===== config.mk =====
export PLATFORM = sky130hd
export DESIGN_NAME = gpio_edge_port
export DESIGN_NICKNAME = d
export VERILOG_FILES = /design/src/rtl/gpio_edge_pkg.sv /design/src/rtl/gpio_sync.sv /design/src/rtl/gpio_regs.sv /design/src/rtl/gpio_edge_flags.sv /design/src/rtl/gpio_pad_mux.sv /design/src/rtl/gpio_edge_port.sv
export SDC_FILE = /design/constraint.sdc
export NUM_CORES = 1
export LEC_CHECK = 0
export ABC_AREA = 1
export BUFFER_PORTS_ARGS = -buffer_cell sky130_fd_sc_hd__buf_2
export CAP_MARGIN = 20
export CORE_MARGIN = 2
export CORE_UTILIZATION = 30
export DETAILED_ROUTE_END_ITERATION = 8
export SYNTH_ARGS = -nofsm -noshare
export SYNTH_HDL_FRONTEND = slang
export SYNTH_HIERARCHICAL = 1
export SYNTH_SLANG_ARGS = --single-unit

===== constraint.sdc =====
create_clock -name clk -period 1 [get_ports clk]
set_clock_uncertainty 0.1 [all_clocks]
set_input_delay 0.1 -clock clk [delete_from_list [all_inputs] [get_ports clk]]
set_output_delay 0.1 -clock clk [all_outputs]
set_load 0.02 [all_outputs]

===== src/rtl/gpio_edge_pkg.sv =====
package gpio_edge_pkg;

  localparam int unsigned REG_AW = 4;

  typedef enum logic [REG_AW-1:0] {
    RA_PIN   = 4'd0,
    RA_DRV   = 4'd1,
    RA_DIR   = 4'd2,
    RA_PULL  = 4'd3,
    RA_FSELH = 4'd4,
    RA_FSELL = 4'd5,
    RA_IEN   = 4'd6,
    RA_POL   = 4'd7,
    RA_FLAG  = 4'd8
  } reg_addr_e;

  typedef enum logic [1:0] {
    FN_GPIO = 2'b00,
    FN_PRI  = 2'b01,
    FN_RSVD = 2'b10,
    FN_SEC  = 2'b11
  } pin_fn_e;

endpackage


===== src/rtl/gpio_sync.sv =====
module gpio_sync #(
  parameter int unsigned WIDTH       = 8,
  parameter int unsigned SYNC_STAGES = 2
) (
  input  logic             clk,
  input  logic             rst_n,
  input  logic [WIDTH-1:0] async_in,
  output logic [WIDTH-1:0] sync_out
);

  localparam int unsigned LAST = SYNC_STAGES - 1;

  logic [SYNC_STAGES-1:0][WIDTH-1:0] stage_q;
  logic [SYNC_STAGES-1:0][WIDTH-1:0] stage_nxt;

  always_comb begin
    stage_nxt[0] = async_in;
    for (int s = 1; s < SYNC_STAGES; s++) begin
      stage_nxt[s] = stage_q[s-1];
    end
  end

  always_ff @(posedge clk or negedge rst_n) begin
    if (!rst_n) begin
      stage_q <= '0;
    end else begin
      stage_q <= stage_nxt;
    end
  end

  assign sync_out = stage_q[LAST];

endmodule


===== src/rtl/gpio_regs.sv =====
module gpio_regs
  import gpio_edge_pkg::*;
#(
  parameter int unsigned WIDTH = 8
) (
  input  logic              clk,
  input  logic              rst_n,
  input  logic              wr_en,
  input  logic [REG_AW-1:0] addr,
  input  logic [WIDTH-1:0]  wr_data,
  input  logic [WIDTH-1:0]  sample,
  input  logic [WIDTH-1:0]  flag_q,
  output logic [WIDTH-1:0]  drv_q,
  output logic [WIDTH-1:0]  dir_q,
  output logic [WIDTH-1:0]  pull_q,
  output logic [WIDTH-1:0]  fsh_q,
  output logic [WIDTH-1:0]  fsl_q,
  output logic [WIDTH-1:0]  ien_q,
  output logic [WIDTH-1:0]  pol_q,
  output logic              flag_we,
  output logic [WIDTH-1:0]  rd_data
);

  logic drv_we, dir_we, pull_we, fsh_we, fsl_we, ien_we, pol_we;

  always_comb begin
    drv_we  = 1'b0;
    dir_we  = 1'b0;
    pull_we = 1'b0;
    fsh_we  = 1'b0;
    fsl_we  = 1'b0;
    ien_we  = 1'b0;
    pol_we  = 1'b0;
    flag_we = 1'b0;
    if (wr_en) begin
      case (reg_addr_e'(addr))
        RA_DRV:   drv_we  = 1'b1;
        RA_DIR:   dir_we  = 1'b1;
        RA_PULL:  pull_we = 1'b1;
        RA_FSELH: fsh_we  = 1'b1;
        RA_FSELL: fsl_we  = 1'b1;
        RA_IEN:   ien_we  = 1'b1;
        RA_POL:   pol_we  = 1'b1;
        RA_FLAG:  flag_we = 1'b1;
        default:  ;
      endcase
    end
  end

  always_ff @(posedge clk or negedge rst_n) begin
    if (!rst_n) begin
      drv_q  <= '0;
      dir_q  <= '0;
      pull_q <= '0;
      fsh_q  <= '0;
      fsl_q  <= '0;
      ien_q  <= '0;
      pol_q  <= '0;
    end else begin
      if (drv_we)  drv_q  <= wr_data;
      if (dir_we)  dir_q  <= wr_data;
      if (pull_we) pull_q <= wr_data;
      if (fsh_we)  fsh_q  <= wr_data;
      if (fsl_we)  fsl_q  <= wr_data;
      if (ien_we)  ien_q  <= wr_data;
      if (pol_we)  pol_q  <= wr_data;
    end
  end

  always_comb begin
    case (reg_addr_e'(addr))
      RA_PIN:   rd_data = sample;
      RA_DRV:   rd_data = drv_q;
      RA_DIR:   rd_data = dir_q;
      RA_PULL:  rd_data = pull_q;
      RA_FSELH: rd_data = fsh_q;
      RA_FSELL: rd_data = fsl_q;
      RA_IEN:   rd_data = ien_q;
      RA_POL:   rd_data = pol_q;
      RA_FLAG:  rd_data = flag_q;
      default:  rd_data = '0;
    endcase
  end

  AST_DRV_READBACK: assert property (@(posedge clk) disable iff (!rst_n)
    (wr_en && addr == REG_AW'(RA_DRV)) |=> (drv_q == $past(wr_data)));

  AST_PIN_WRITE_INERT: assert property (@(posedge clk) disable iff (!rst_n)
    (wr_en && addr == REG_AW'(RA_PIN)) |=>
      $stable({drv_q, dir_q, pull_q, fsh_q, fsl_q, ien_q, pol_q}));

endmodule


===== src/rtl/gpio_edge_flags.sv =====
module gpio_edge_flags #(
  parameter int unsigned WIDTH = 8
) (
  input  logic             clk,
  input  logic             rst_n,
  input  logic [WIDTH-1:0] sample,
  input  logic [WIDTH-1:0] pol,
  input  logic [WIDTH-1:0] gpio_mask,
  input  logic             flag_we,
  input  logic [WIDTH-1:0] flag_wdata,
  output logic [WIDTH-1:0] flag_q
);

  logic [WIDTH-1:0] prev_q;
  logic [WIDTH-1:0] rise, fall, hw_hit;
  logic [WIDTH-1:0] flag_nxt;

  always_comb begin
    rise   = sample & ~prev_q;
    fall   = ~sample & prev_q;
    hw_hit = ((rise & ~pol) | (fall & pol)) & gpio_mask;
    if (flag_we) begin
      flag_nxt = flag_wdata | hw_hit;
    end else begin
      flag_nxt = flag_q | hw_hit;
    end
  end

  always_ff @(posedge clk or negedge rst_n) begin
    if (!rst_n) begin
      prev_q <= '0;
      flag_q <= '0;
    end else begin
      prev_q <= sample;
      flag_q <= flag_nxt;
    end
  end

  AST_RISE_FLAGGED: assert property (@(posedge clk) disable iff (!rst_n)
    (|(sample & ~prev_q & ~pol & gpio_mask)) |=>
      ((flag_q & $past(sample & ~prev_q & ~pol & gpio_mask)) ==
       $past(sample & ~prev_q & ~pol & gpio_mask)));

  AST_FALL_FLAGGED: assert property (@(posedge clk) disable iff (!rst_n)
    (|(~sample & prev_q & pol & gpio_mask)) |=>
      ((flag_q & $past(~sample & prev_q & pol & gpio_mask)) ==
       $past(~sample & prev_q & pol & gpio_mask)));

  AST_FLAG_STICKY: assert property (@(posedge clk) disable iff (!rst_n)
    !flag_we |=> ((flag_q & $past(flag_q)) == $past(flag_q)));

  AST_PERIPH_NO_HW_SET: assert property (@(posedge clk) disable iff (!rst_n)
    !flag_we |=> ((flag_q & ~$past(flag_q) & ~$past(gpio_mask)) == '0));

endmodule


===== src/rtl/gpio_pad_mux.sv =====
module gpio_pad_mux
  import gpio_edge_pkg::*;
#(
  parameter int unsigned WIDTH = 8
) (
  input  logic [WIDTH-1:0] drv,
  input  logic [WIDTH-1:0] dir,
  input  logic [WIDTH-1:0] pull,
  input  logic [WIDTH-1:0] fsh,
  input  logic [WIDTH-1:0] fsl,
  input  logic [WIDTH-1:0] pri_out,
  input  logic [WIDTH-1:0] sec_out,
  output logic [WIDTH-1:0] pad_oe,
  output logic [WIDTH-1:0] pad_out,
  output logic [WIDTH-1:0] pad_pull_en,
  output logic [WIDTH-1:0] pad_pull_up,
  output logic [WIDTH-1:0] gpio_mask
);

  assign pad_oe      = dir;
  assign pad_pull_en = pull & ~dir;
  assign pad_pull_up = drv;

  for (genvar g = 0; g < WIDTH; g++) begin : g_pin
    pin_fn_e fn;
    logic    bit_out;

    always_comb begin
      fn = pin_fn_e'({fsh[g], fsl[g]});
      case (fn)
        FN_GPIO: bit_out = drv[g];
        FN_PRI:  bit_out = pri_out[g];
        FN_SEC:  bit_out = sec_out[g];
        default: bit_out = 1'b0;
      endcase
    end

    assign pad_out[g]   = bit_out;
    assign gpio_mask[g] = (fn == FN_GPIO);
  end

endmodule


===== src/rtl/gpio_edge_port.sv =====
module gpio_edge_port
  import gpio_edge_pkg::*;
#(
  parameter int unsigned WIDTH       = 8,
  parameter int unsigned SYNC_STAGES = 2
) (
  input  logic              clk,
  input  logic              rst_n,
  input  logic              bus_wr_en,
  input  logic [REG_AW-1:0] bus_addr,
  input  logic [WIDTH-1:0]  bus_wdata,
  output logic [WIDTH-1:0]  bus_rdata,
  input  logic [WIDTH-1:0]  pin_in,
  input  logic [WIDTH-1:0]  pri_out,
  input  logic [WIDTH-1:0]  sec_out,
  input  logic              gie,
  output logic [WIDTH-1:0]  pad_oe,
  output logic [WIDTH-1:0]  pad_out,
  output logic [WIDTH-1:0]  pad_pull_en,
  output logic [WIDTH-1:0]  pad_pull_up,
  output logic              irq
);

  logic [WIDTH-1:0] sample;
  logic [WIDTH-1:0] drv_q, dir_q, pull_q, fsh_q, fsl_q, ien_q, pol_q;
  logic [WIDTH-1:0] flag_q, gpio_mask;
  logic             flag_we;

  gpio_sync #(.WIDTH(WIDTH), .SYNC_STAGES(SYNC_STAGES)) u_sync (
    .clk      (clk),
    .rst_n    (rst_n),
    .async_in (pin_in),
    .sync_out (sample)
  );

  gpio_regs #(.WIDTH(WIDTH)) u_regs (
    .clk     (clk),
    .rst_n   (rst_n),
    .wr_en   (bus_wr_en),
    .addr    (bus_addr),
    .wr_data (bus_wdata),
    .sample  (sample),
    .flag_q  (flag_q),
    .drv_q   (drv_q),
    .dir_q   (dir_q),
    .pull_q  (pull_q),
    .fsh_q   (fsh_q),
    .fsl_q   (fsl_q),
    .ien_q   (ien_q),
    .pol_q   (pol_q),
    .flag_we (flag_we),
    .rd_data (bus_rdata)
  );

  gpio_pad_mux #(.WIDTH(WIDTH)) u_mux (
    .drv         (drv_q),
    .dir         (dir_q),
    .pull        (pull_q),
    .fsh         (fsh_q),
    .fsl         (fsl_q),
    .pri_out     (pri_out),
    .sec_out     (sec_out),
    .pad_oe      (pad_oe),
    .pad_out     (pad_out),
    .pad_pull_en (pad_pull_en),
    .pad_pull_up (pad_pull_up),
    .gpio_mask   (gpio_mask)
  );

  gpio_edge_flags #(.WIDTH(WIDTH)) u_flags (
    .clk        (clk),
    .rst_n      (rst_n),
    .sample     (sample),
    .pol        (pol_q),
    .gpio_mask  (gpio_mask),
    .flag_we    (flag_we),
    .flag_wdata (bus_wdata),
    .flag_q     (flag_q)
  );

  assign irq = gie & (|(flag_q & ien_q & gpio_mask));

endmodule


* After elaboration in Yosys (flattened, before gate mapping) *
Index checks and enable logic that the tools add are counted.

word-level totals
  flip-flop bits (word level) = 88
  bits of input ports = 40
  output and inout port bits = 41
  word-level logic and storage cells = 87

operators by class
  eq/ne operators = 24
  mux-type cells = 26
  bitwise gates (word level) = 16
  reductions and logical operators = 10

operator list
  cell                                                  number
  case mux 8 bit (9 select lines)                       1
  bitwise AND 8 bit                                     8
  NOT 8 bit                                             4
  bitwise OR 8 bit                                      3
  case mux 1 bit (3 select lines)                       8
  equality test 2 x 1 -> 1 bit (second input constant)  8
  equality test 2 bit (second input constant)           8
  equality test 4 x 3 -> 1 bit (second input constant)  4
  logical NOT 2 bit                                     8
  two-way mux 1 bit                                     16
  equality test 4 x 2 -> 1 bit (second input constant)  2
  two-way mux 8 bit                                     1
  OR reduction 8 bit                                    1
  equality test 4 x 1 -> 1 bit (second input constant)  1
  equality test 4 bit (second input constant)           1
  logical NOT 4 bit                                     1
  bitwise AND 1 bit                                     1

* Longest topological paths before layout *
  depth after elaboration = 7
  gate-level depth with buffers = 7
  depth with buffers taken out = 7

* Modules after synthesis *
The synthesis kept the hierarchy.

by module, submodules not included
  module           times used  cells each  area an instance (µm²)  sequential area each (µm²)
  gpio_regs        1           345         2805.2                  1401.3
  gpio_edge_flags  1           113         804.5                   400.4
  gpio_pad_mux     1           88          470.5                   0.0
  gpio_sync        1           16          400.4                   400.4
  gpio_edge_port   1           16          71.3                    0.0

* Least setup slack after synthesis *
Ideal clock, no wire load.

  path type = input port to flip-flop
  start point = input bus_addr[1]
  end point = register u_flags.flag_q[6]
  library setup time = 118 ps
  data arrival time = 1090 ps
  required time = 782 ps
  slack = -308 ps
  cell stages on the path = 7
  buffers on the path = 2
  path through = nor2_2 buf_2 and3_1 buf_6 nand2_2 o21ai_2 nand2_1

on the way
  word-level cells in the longest chain between the ends = 4

RTL lines
  element                  RTL line               RTL
  start: declaration       gpio_edge_port.sv:10   input logic [REG_AW-1:0] bus_addr,
  equality test 4 bit      gpio_regs.sv:36        case (reg_addr_e'(addr))
  two-way mux 1 bit        gpio_regs.sv:36
  two-way mux 1 bit        gpio_regs.sv:35        if (wr_en) begin
  net flag_we              gpio_edge_port.sv:27   logic flag_we;
  two-way mux 8 bit        gpio_edge_flags.sv:22  if (flag_we) begin
  net u_flags.flag_nxt[6]  gpio_edge_flags.sv:16  logic [WIDTH-1:0] flag_nxt;
  end signal: assignment   gpio_edge_flags.sv:35  flag_q <= flag_nxt;
  end: declaration         gpio_edge_flags.sv:11  output logic [WIDTH-1:0] flag_q

The timed path passes the listed nets, and every way through them passes these cells.
A chain may end at the register's enable or synchronous reset.

* Worst setup path in the final report *
  start point = register u_regs.fsh_q[2]
  end point = output bus_rdata[2]

on the way
  word-level cells in the longest chain between the ends = 1

RTL lines
  element                          RTL line              RTL
  start: declaration               gpio_regs.sv:16       output logic [WIDTH-1:0] fsh_q,
  start signal: assignment         gpio_regs.sv:63       if (fsh_we) fsh_q <= wr_data;
  case mux 8 bit (9 select lines)  gpio_regs.sv:71       case (reg_addr_e'(addr))
  end: declaration                 gpio_edge_port.sv:12  output logic [WIDTH-1:0] bus_rdata,

Every way passes these cells.

==> impl_metrics.tcl <==
set metrics [dict create \
    status "complete, but fails checks" \
    violations "setup timing" \
    antenna_cells 0 \
    grt_pass1_wl_mm 22.6 \
    hpwl_mm 9.87 \
    hold_violations 0 \
    drive_gt1_share_pct 50.8 \
    max-slew-margin-rel_pct 75.5 \
    synth_xor_area_share_pct 0 \
    power_mw 14.0 \
    fin_crit_ns 1.61 \
    ys_top_cells_by_area "dfrtp_1 (48%), nand3_1 (12%), nand2_1 (12%), o21ai_1 (6.4%), inv_1 (5.4%)" \
    grt_usage_pct 17.9 \
    wl_mm 15.4 \
    wire_per_inst_microns 16.1 \
    crit_required_ns 0.80 \
    ys_seq_area_share_pct 48.4 \
    ys_types 21 \
    start_kind "register" \
    drc_errors 0 \
    syn_to_final_growth_pct 68.0 \
    cts-buffers-inserted 9 \
    power.ir.vdd_worst_mv 1.18 \
    ys_async_sr_fraction_pct 100 \
    dp_cells 894 \
    via_per_inst 4.85 \
    synth_area_per_cell_sq_um 7.88 \
    syn_inst 578 \
    syn_area_sq_mm 0.00455 \
    tightestPinTransition_ns 0.367 \
    yosysWarnings 6 \
    synth_compound_area_share_pct 7.31 \
    setup_ws_ns -0.606 \
    p_leak_nw 3.63 \
    clock_path_buffers 2 \
    synthAdderAreaFrac_pct 0 \
    postSynthNetCount 618 \
    pre_cts_ws_ns -0.415 \
    clock.fmax_mhz 623 \
    fin_area_sq_mm 0.00765 \
    rsz0062_at_grt "yes" \
    synth-edff-count 0 \
    num_vias 4625 \
    crit_arrival_ns 1.41 \
    core_area_sq_mm 0.0150 \
    die_area_sq_mm 0.0162 \
    finalSetupViolations 46 \
    slew_violations 0 \
    post-route-period-util_pct 161 \
    grt_pass1_vias 4504 \
    hold_class "in2reg" \
    dr.pass1.iters 5 \
    max-cap-violations 0 \
    yosysTopAreaCell "dfrtp_1" \
    yosysMostFrequentCell "nand2_1" \
    dpl_cell_area_sq_mm 0.00584 \
    synth_flop_cell "dfrtp_1" \
    cpMaxStageDelayCell "dfrtp_1" \
    initial_core_util_pct 30.3 \
    cp_max_fo 3 \
    boundaryPins 81 \
    htree_levels 3 \
    row_count 45 \
    cts.sinks 88 \
    synth_top_family_by_area "simple AND/OR/NAND/NOR gates" \
    port_buffers 80 \
    cts_tree "done" \
    antenna_found_initial 0 \
    synth-simple-area-share_pct 32.2 \
    cts_root_buf "clkbuf_16" \
    slowest_delay_ns 0.42 \
    power.density_mw_per_mm2 1830 \
    dieWidth_microns 127 \
    fin_util_pct 50.9 \
    cp_cell_sequence "buf_6 -> nand3_2 -> nand3_2 -> nor2_2 -> nand2_2 -> buf_6" \
    ant_nets 0 \
    gp_congestion 0.847 \
    die_y_microns 127 \
    drtIter0Drc 309 \
    cp-end-kind "primary output" \
    num-nets-final 801 \
    clkTransAtPathRegs_ns 0.06 \
    ys_ff_latch 88 \
    insertion_delay_ns 0.34 \
    synth_commonest_cells "nand2_1 (142), nand3_1 (113), dfrtp_1 (88)" \
    path_class "reg2out" \
    grt_max_degree 38 \
    muxShareOfSynthArea_pct 0 \
    layoutNonFillerInstCount 954 \
    grt_overflow 0 \
    yosysTopAreaCellShare_pct 48.4 \
]
[kinds of logic (layout without fill, tap and decap cells)]
kind of cell / Yosys count / after routing
compound gates: 65 / 65
buf+inv: 111 / 293
flops: 88 / 88
simple gates: 314 / 320
[final timing paths]
check | from | end | slack (ns) | depth (start not counted)
max reg2reg | u_sync/sync_out[7]$_DFF_PN0_ | u_flags/flag_q[7]$_DFF_PN0_ | -0.10 | 6
max in group asynchronous | rst_n | u_flags/prev_q[0]$_DFF_PN0_ | 0.32 | 3
max | u_regs/fsh_q[2]$_DFFE_PN0P_ | bus_rdata[2] | -0.61 | 6
min | bus_wdata[3] | u_regs/drv_q[3]$_DFFE_PN0P_ | 0.12 | 3
min reg2reg | u_sync/stage_nxt[9]$_DFF_PN0_ | u_sync/sync_out[1]$_DFF_PN0_ | 0.25 | 0
min in group asynchronous | rst_n | u_regs/ien_q[1]$_DFFE_PN0P_ | 0.18 | 3
[power by group]
part	total [mW]	internal, mW	switching [mW]
registers	4.58	4.10	0.477
logic	5.42	2.78	2.64
clock network	3.96	2.57	1.39
total	14.0	9.46	4.50
[layer usage]
layer | track usage [%] | wire length, microns | up-vias
met5 | 0 | 0 | -
met4 | 6.92 | 363 | 0
met3 | 3.14 | 928 | 27
met2 | 30.3 | 7740 | 158
met1 | 23.0 | 6330 | 2220
li1 | - | - | 2220
[flip-flops by register name (all words and copies together), names as in the netlist]
name	flops
u_flags/flag_q	8
u_regs/pull_q	8
u_sync/sync_out	8
u_regs/pol_q	8
u_regs/dir_q	8
u_flags/prev_q	8
u_regs/drv_q	8
u_regs/fsh_q	8
u_sync/stage_nxt	8
u_regs/fsl_q	8
u_regs/ien_q	8
[area by class of cell]
cell class / count / area [sq um]
clock buffer: 11 / 253
clock inverter: 5 / 103
fill: 1341 / 7380
inverter: 69 / 300
multi-input combinational: 385 / 2510
sequential: 88 / 2200
tap: 188 / 235
timing repair buffer: 208 / 2040
[cell usage in the layout (no fill, tap or decap), drive strengths merged]
cell	count
a21oi	1
and3	2
buf	189
bufinv	3
clkbuf	13
clkinv	1
clkinvlp	4
dfrtp	88
dlygate4sd3	16
dlymetal6s4s	1
inv	66
nand2	146
nand3	124
nor2	48
o21ai	64
[worst max-delay path: cells and delay by family (launching register included)]
| family | cells | cell delay, ns |
|---|---|---|
| flip-flops | 1 | 0.42 |
| AND/OR/NAND/NOR | 4 | 0.37 |
| buffers and inverters | 2 | 0.27 |
[what timing repair did]
| item | 4_1_cts | 5_1_grt |
|---|---|---|
| endpoints found under the setup margin | 43 | 90 |
| resized for setup | 177 | 133 |
| hold endpoints to repair | 104 | 0 |
| buffers inserted | 17 | 16 |
| hold buffers | 17 | 0 |
| cloned | 0 | 7 |
| pin swaps | 56 | 42 |
[through the flow]
| step | TNS, ns | hold slack, ns |
|---|---|---|
| finish | -14.27 | 0.117 |
| floorplan | -0.975 | -0.296 |
| detailed placement | -23.70 | 0.000241 |
| global route | -16.45 | 0.101 |
| CTS | -14.53 | 0.0879 |
| global placement | -22.74 | -0.000850 |
Power figures use the tool's default switching activity.
